File: src/rtl/fuse_pkg.sv
package fuse_pkg;

    localparam int BUS_W      = 32;
    localparam int CTRL_W     = 16;
    localparam int FADDR_W    = 10;
    localparam int OFFS_CTRL  = 0;
    localparam int OFFS_DOUT  = 4;

    localparam logic [CTRL_W-1:0] CTRL_RST = 16'h0009;

    localparam logic [255:0] FUSE_DEFAULT =
        256'h1F2E3D4C_5B6A7988_97A6B5C4_D3E2F100_0F1E2D3C_4B5A6978_8796A5B4_C3D2E1F0;

    typedef struct packed {
        logic [FADDR_W-1:0] addr;
        logic [1:0]         spare;
        logic               pgm_n;
        logic               load;
        logic               strobe;
        logic               cs_n;
    } ctrl_t;

    function automatic logic in_read_mode(ctrl_t c);
        return !c.cs_n && c.load && c.pgm_n;
    endfunction

endpackage

File: src/rtl/fuse_store.sv
module fuse_store
    import fuse_pkg::*;
#(
    parameter int NUM = 32,
    parameter logic [8*NUM-1:0] INIT = FUSE_DEFAULT
) (
    input  logic [FADDR_W-1:0] addr,
    output logic [7:0]         data
);
    localparam int IDX_W = (NUM > 1) ? $clog2(NUM) : 1;

    logic [7:0] cells [NUM];

    for (genvar g = 0; g < NUM; g++) begin : g_cell
        assign cells[g] = INIT[8*g +: 8];
    end

    logic [IDX_W-1:0] idx;
    assign idx = addr[IDX_W-1:0];

    always_comb begin
        if (32'(addr) < NUM) data = cells[idx];
        else                 data = 8'h00;
    end
endmodule

File: src/rtl/fuse_strobe_seq.sv
module fuse_strobe_seq
    import fuse_pkg::*;
#(
    parameter int LAT = 6
) (
    input  logic       clk,
    input  logic       rst,
    input  logic       wr_ctrl,
    input  ctrl_t      wdata,
    input  logic [7:0] fuse_byte,
    output ctrl_t      ctrl_q,
    output logic [7:0] dout
);
    logic             cap;
    logic [LAT-1:0]   vld;
    logic [7:0]       dat [LAT];
    logic             vld_any;

    assign cap     = wr_ctrl && wdata.strobe && !ctrl_q.strobe && in_read_mode(wdata);
    assign vld_any = |vld;

    always_ff @(posedge clk) begin
        if (rst) ctrl_q <= ctrl_t'(CTRL_RST);
        else if (wr_ctrl) ctrl_q <= wdata;
    end

    always_ff @(posedge clk) begin
        if (rst) begin
            vld <= '0;
            for (int i = 0; i < LAT; i++) dat[i] <= 8'h00;
        end else begin
            vld[0] <= cap;
            dat[0] <= fuse_byte;
            for (int i = 1; i < LAT; i++) begin
                vld[i] <= vld[i-1];
                dat[i] <= dat[i-1];
            end
        end
    end

    always_ff @(posedge clk) begin
        if (rst) dout <= 8'h00;
        else if (vld[LAT-1]) dout <= dat[LAT-1];
    end

    // data-out moves only when a capture is in flight
    p_dout_source_r4: assert property (@(posedge clk) disable iff (rst)
        (dout != $past(dout)) |-> $past(vld_any));

    // control register takes the written word
    p_ctrl_write_r2: assert property (@(posedge clk) disable iff (rst)
        wr_ctrl |=> (ctrl_q == $past(wdata)));

    // no capture enters the pipe outside read mode
    p_no_cap_outside_r5: assert property (@(posedge clk) disable iff (rst)
        (wr_ctrl && !in_read_mode(wdata)) |=> !vld[0]);

    // a strobe already high starts nothing
    p_no_cap_held_r6: assert property (@(posedge clk) disable iff (rst)
        (wr_ctrl && ctrl_q.strobe) |=> !vld[0]);
endmodule

File: src/rtl/fuse_rd_port.sv
module fuse_rd_port
    import fuse_pkg::*;
#(
    parameter int NUM    = 32,
    parameter int LAT    = 6,
    parameter int ADDR_W = 4,
    parameter logic [8*NUM-1:0] INIT = FUSE_DEFAULT
) (
    input  logic              clk,
    input  logic              rst,
    input  logic              bus_sel,
    input  logic              bus_wr,
    input  logic [ADDR_W-1:0] bus_addr,
    input  logic [BUS_W-1:0]  bus_wdata,
    output logic [BUS_W-1:0]  bus_rdata
);
    logic       hit_ctrl, hit_dout, wr_ctrl, rd_req;
    ctrl_t      wword, ctrl_q;
    logic [7:0] fuse_byte, dout;
    logic       unused_hi;

    assign hit_ctrl  = bus_addr == ADDR_W'(OFFS_CTRL);
    assign hit_dout  = bus_addr == ADDR_W'(OFFS_DOUT);
    assign wr_ctrl   = bus_sel && bus_wr && hit_ctrl;
    assign rd_req    = bus_sel && !bus_wr;
    assign wword     = ctrl_t'(bus_wdata[CTRL_W-1:0]);
    assign unused_hi = ^bus_wdata[BUS_W-1:CTRL_W];

    fuse_store #(.NUM(NUM), .INIT(INIT)) u_store (
        .addr (wword.addr),
        .data (fuse_byte)
    );

    fuse_strobe_seq #(.LAT(LAT)) u_seq (
        .clk       (clk),
        .rst       (rst),
        .wr_ctrl   (wr_ctrl),
        .wdata     (wword),
        .fuse_byte (fuse_byte),
        .ctrl_q    (ctrl_q),
        .dout      (dout)
    );

    always_ff @(posedge clk) begin
        if (rst) bus_rdata <= '0;
        else if (rd_req) begin
            if (hit_ctrl)      bus_rdata <= BUS_W'(ctrl_q);
            else if (hit_dout) bus_rdata <= BUS_W'(dout);
            else               bus_rdata <= '0;
        end
    end

    // control read returns the pre-edge register value
    p_rd_ctrl_r8: assert property (@(posedge clk) disable iff (rst)
        (rd_req && hit_ctrl) |=> (bus_rdata == BUS_W'($past(ctrl_q))));

    // unused offsets read as zero
    p_rd_unused_r9: assert property (@(posedge clk) disable iff (rst)
        (rd_req && !hit_ctrl && !hit_dout) |=> (bus_rdata == '0));
endmodule

File: config.mk
export PLATFORM = sky130hd
export DESIGN_NAME = fuse_rd_port
export DESIGN_NICKNAME = d
export VERILOG_FILES = /design/src/rtl/fuse_pkg.sv /design/src/rtl/fuse_store.sv /design/src/rtl/fuse_strobe_seq.sv /design/src/rtl/fuse_rd_port.sv
export SDC_FILE = /design/constraint.sdc
export NUM_CORES = 1
export LEC_CHECK = 0
export CAP_MARGIN = 0
export CORE_MARGIN = 2
export CORE_UTILIZATION = 55
export DETAILED_ROUTE_END_ITERATION = 10
export DONT_BUFFER_PORTS = 1
export GPL_ROUTABILITY_DRIVEN = 0
export GPL_TIMING_DRIVEN = 0
export PLACE_DENSITY_LB_ADDON = 0.1
export SLEW_MARGIN = 20
export SYNTH_ARGS = -nofsm -noshare
export SYNTH_HDL_FRONTEND = slang
export SYNTH_SLANG_ARGS = --single-unit
File: constraint.sdc
create_clock -name clk -period 3.7 [get_ports clk]
set_input_delay 0.74 -clock clk [delete_from_list [all_inputs] [get_ports clk]]
set_output_delay 0.74 -clock clk [all_outputs]
set_load 0.05 [all_outputs]
After elaboration in Yosys (flattened, before gate mapping)

Memories as Yosys holds them, arrays and structs flattened. A register that Yosys moved wholly into a read port is not among the register bits.
Cells that the tools add are included.

Register bits: 54
Bits in latches: 0
Bits in writable memories: 48
Memory bits (read-only): 256
Output and inout port bits: 32
Memories kept: 2

Memory list:

| memory           | words | bits a word | rd ports | clocked after memory_dff | write ports | line                  | source |
|---|---|---|---|---|---|---|---|
| (name not given) | 32    | 8           | 1        | 0                        | 0           | fuse_store.sv:22      | `if (32'(addr) < NUM) data = cells[idx];` |
| u_seq.dat        | 6     | 8           | 6        | 1                        | 6           | fuse_strobe_seq.sv:16 | `logic [7:0] dat [LAT];` |

Add/subtract/negate cells: 0
Multipliers: 0
Div/mod/pow operators: 0
$lt $le $gt $ge: 2
Equal/unequal tests: 1
Shift operators: 0
Muxes and demuxes: 14
Bitwise gates (word level): 7
Reductions and logical operators: 12

Operator list:

| operator                                                     | number |
|---|---|
| two-way mux 8 bit                                            | 10 |
| two-way mux 16 bit                                           | 1 |
| less-than comparator 10 x 6 -> 1 bit (second input constant) | 1 |
| logical AND 1 bit                                            | 8 |
| >= comparator 6 bit (second input constant)                  | 1 |
| inverter 5 -> 6 bit                                          | 1 |
| bitwise OR 1 bit                                             | 6 |
| equality test 4 x 3 -> 1 bit (second input constant)         | 1 |
| logical NOT 4 bit                                            | 1 |
| logical NOT 1 bit                                            | 3 |
| two-way mux 1 bit                                            | 3 |

Depth between registers and ports, before layout

Depth in word-level cells: 6
Gate-level depth with buffers: 6
Mapped depth without buffers: 4

Modules after synthesis

From an unflattened synthesis, not the netlist that was laid out.

Cell total of the unflattened synthesis: 309
Area, all modules: 3310.7 sq um

By module, submodules not included:

| module          | instances | cells each | area an instance (sq um) | sequential area each (sq um) |
|---|---|---|---|---|
| fuse_strobe_seq | 1         | 192        | 2347.3                   | 1561.5 |
| fuse_rd_port    | 1         | 93         | 814.5                    | 320.3 |
| fuse_store      | 1         | 24         | 148.9                    | 0.0 |

Worst setup path after synthesis

OpenSTA, ideal clock, no wires.

Path type: input port to flip-flop
From: input bus_addr[2]
To: register, netlist name u_seq.ctrl_q[10]
Arrival time: 1926 ps
Data required time: 3628 ps
Path slack: 1702 ps
Cell stages on the path: 6
Path buffers: 3
Cell sequence: buf_6 nor4_4 and3_1 buf_6 buf_12 mux2i_1

Word-level cells in the longest chain between the ends: 2

Ends and longest elaborated chain:

| element            | line               | source |
|---|---|---|
| start: declaration | fuse_rd_port.sv:13 | `input logic [ADDR_W-1:0] bus_addr,` |
| logical NOT 4 bit  | fuse_rd_port.sv:22 | `assign hit_ctrl = bus_addr == ADDR_W'(OFFS_CTRL);` |
| logical AND 1 bit  | fuse_rd_port.sv:24 | `assign wr_ctrl = bus_sel && bus_wr && hit_ctrl;` |

Every way passes these cells.
A chain may end at the register's enable or synchronous reset.

Final worst setup path

From: input bus_addr[2]
To: register, netlist name u_seq.ctrl_q[14]

Word-level cells in the longest chain between the ends: 2

Ends and longest elaborated chain:

| element           | line |
|---|---|
| logical NOT 4 bit | fuse_rd_port.sv:22 |
| logical AND 1 bit | fuse_rd_port.sv:24 |

Every way passes these cells.

==> results by group <==
Synthesis
  – Fraction of the yosys area taken by sequential cells: 56.5%
  – Cell types occupying the most area after synthesis: dfxtp_1, mux2i_1, nor2b_1
  – Count of distinct cell types in the synthesized netlist: 26
  – Average cell area after synthesis: 10.5 sq um
  – Biggest area consumer among synthesized cells: dfxtp_1
  – Cell area after synthesis: 3330 sq um
  – Count of synthesis-stage warnings from yosys: 0
  – Post-synthesis cell count: 318
  – Number of synthesized register bits: 94
  – Synth top area share: 56.5%

STA
  – Total negative slack: 0 ns
  – Maximum clock frequency: 526 MHz
  – Max_slew headroom: 59.9%
  – Minimum period implied by the final worst setup slack: 1.90 ns
  – Setup repair after global routing missed its margin: false
  – Count of endpoints failing hold in the final timing report: 0
  – Max-slew violations: 0
  – Final setup viols: 0
  – Worst Skew: 0.0118 ns
  – Transition time of the tightest slew-check pin: 0.600 ns
  – Worst hold margin: 0.437 ns
  – Part of the cycle the worst path needs: 51.4%

Cells and area
  – Area growth from synthesis to final layout: 11.0%
  – Count of fill cells added during filler insertion: 505
  – Ant. Diodes: 0
  – Cell Count, Final, Fillers Out: 424
  – Layout cells sized above 1: 10.6%
  – Nets: 386
  – Layout Utilization: 62.9%

Flow run
  – Max capacitance violation total: 0

CTS
  – Clock insertion delay at the later pin of the skew report: 0.36 ns
  – H-tree levels: 3
  – Clk root buf: clkbuf_8
  – Cts repair resizes: 0
  – # hold bufs at CTS: 0
  – Clock Tree Buf Depth: 2
  – Clock buffers created by TritonCTS: 9
  – Worst-path clk slew: 0.09 ns
  – CTS sink count: 94
  – Buffers inserted during post-CTS setup optimization: 0
  – TritonCTS clock tree: done

Power and ir drop
  – Sum of internal, switching and leakage power: 1.85 mW
  – Switching pwr: 0.465 mW
  – Switching portion of total power: 25.2%
  – Leakage power figure: 1.43 nW
  – Part of the power in registers: 56.2%
  – Internal power consumption: 1.38 mW
  – Worst-case vdd ir drop: 0.271 mV
  – Comb pwr share: 6.0%
  – Proportion of power drawn by the clock network: 37.8%
  – Total power density per cell area: 499 nW/um^2

Worst setup path
  – Buffers and inverters on the worst path: 3
  – Highest net fanout along the worst path: 10
  – Startpoint-to-endpoint class of the critical path: input port to flop
  – Data arrival time of the critical path: 2.18 ns
  – Critical-path cell list: buf_6, nor4_4, and3_1, buf_6, buf_12, mux2i_1
  – Cell occurring most often along the worst timing path: buf_6
  – Nature of the critical path endpoint: flop
  – Flop2flop setup slack: 2.53 ns
  – Slowest cell on the critical path: nor4_4
  – Largest incremental delay on the critical path: 0.54 ns
  – Top delay family on crit path: simple AND/OR/NAND/NOR gates
  – Data required time at the worst endpoint: 3.98 ns
  – Crit start category: input port

Detailed routing
  – WL per Instance: 12.3 microns
  – Number of vias in the routed layout: 1997
  – Count of antenna-violating nets left after detailed routing: 0
  – Drt first-iter violations: 61
  – Drt first pass iters: 4
  – Number of remaining DRC errors: 0
  – Final wirelength: 5220 microns
  – Vias/cell: 4.71

Global route
  – Global-route wire length before repair: 8590 microns
  – Pin count of the biggest net entering global routing: 19
  – Combined global-route utilization of all metal layers: 17.6%
  – Antenna violations before repair: 0
  – Vias in the first global route: 1874
  – Grt total ovfl: 0

Place
  – Post-detailed-placement half-perimeter wirelength: 3940 microns
  – Port buffer count: 0
  – Cell total after placement: 408

Floorplanning
  – Core area: 5890 sq um
  – Width of the die: 81.9 microns
  – Starting density of the core: 56.6%
  – Die boundary height: 81.9 microns
  – IO Pins: 72
  – Die footprint: 6700 sq um
  – Row Count: 28

Min path
  – Class of the tightest hold or removal check: flop to flop

Outcome
  – Outcome: completed
-- stage by stage --
step	setup WS (ns)	instance area, sq um
after global placement	1.53	3480
after detailed placement	1.46	3480
final	1.80	3700
after floorplan	1.70	3390
after CTS	1.85	3700
after global routing	1.72	3700
-- final cells by class --
cell class / count / area [sq um] / area share (%)
Multi-Input combinational cell: 203 / 1280 / 34.6
Clock inverter: 7 / 92.6 / 2.50
Buffer: 34 / 219 / 5.92
Tap cell: 75 / 93.8 / 2.54
Inverter: 2 / 7.51 / 0.203
Clock buffer: 9 / 124 / 3.35
Sequential cell: 94 / 1880 / 50.9
-- flip-flops by register name, summed over array words and instances, names as in the netlist --
signal        flops
u_seq.dat        48
u_seq.vld         6
u_seq.dout        8
u_seq.ctrl_q     16
bus_rdata        16
-- power by group through the flow --
stage | registers (mW) | logic [mW] | clock network, mW
floorplan | 1.06 | 0.0976 | 0
global placement | 1.06 | 0.109 | 0
detailed placement | 1.06 | 0.110 | 0
CTS | 1.04 | 0.111 | 0.720
global route | 1.04 | 0.120 | 0.763
finish | 1.04 | 0.110 | 0.699
-- cell families after synthesis --
logic type / Yosys count / synth area share [%]
AO/OA/AOI/OAI: 21 / 4.02
XOR/XNOR: 1 / 0.263
adder cells (fa/ha/maj): 2 / 0.751
buffers and inverters: 36 / 6.79
flip-flops: 94 / 56.5
multiplexers: 32 / 9.61
other: 1 / 0.113
AND/OR/NAND/NOR: 131 / 22.0
-- cells in the mapped netlist (all sizes together) --
| master | instances |
|---|---|
| a211oi | 8 |
| dfxtp | 94 |
| nand2b | 29 |
| xor2 | 1 |
| and3 | 3 |
| conb | 1 |
| nand3 | 10 |
| mux2i | 32 |
| a21o | 1 |
| inv | 2 |
| o21bai | 1 |
| nand2 | 9 |
| a21oi | 10 |
| nor2 | 28 |
| nor4 | 1 |
| a221oi | 1 |
| clkbuf | 15 |
| ha | 2 |
| and2 | 2 |
| and4b | 1 |
| buf | 19 |
| nor2b | 47 |
| nor3 | 1 |
-- layer usage --
layer	up-vias	GRT usage, %	wire length (microns)
met4	0	12.0	151
met3	10	3.52	176
met2	42	29.7	2580
met5	-	0	0
met1	895	19.9	2300
li1	1050	-	-
-- placed cells by master (no fill, tap or decap), types with 8 or more instances in the layout --
cell type and count:
buf_4 16, conb_1 16, dfxtp_1 94, nand2b_1 29, mux2i_1 32, clkbuf_1 15
clkbuf_8 9, a211oi_1 8, nor2_1 28, nor2b_1 47, a21oi_1 10, nand3_1 10
nand2_1 9
-- path summary, 6_finish.rpt --
check | from | endpoint | depth (start not counted)
worst min register to register | u_seq.dat[0][7] | u_seq.dat[1][7] | 1
worst max register to register | u_seq.vld[5] | u_seq.dout[7] | 3
worst max-delay path | bus_addr[2] | u_seq.ctrl_q[14] | 6
worst min-delay path | u_seq.dat[0][7] | u_seq.dat[1][7] | 1
-- worst reg2reg max path, delay by kind of cell (launching register included) --
family	cells	cell delay (ns)
flops	1	0.31
buf+inv	1	0.43
simple gates	1	0.05
mux	1	0.25
Power figures use the tool's default switching activity.
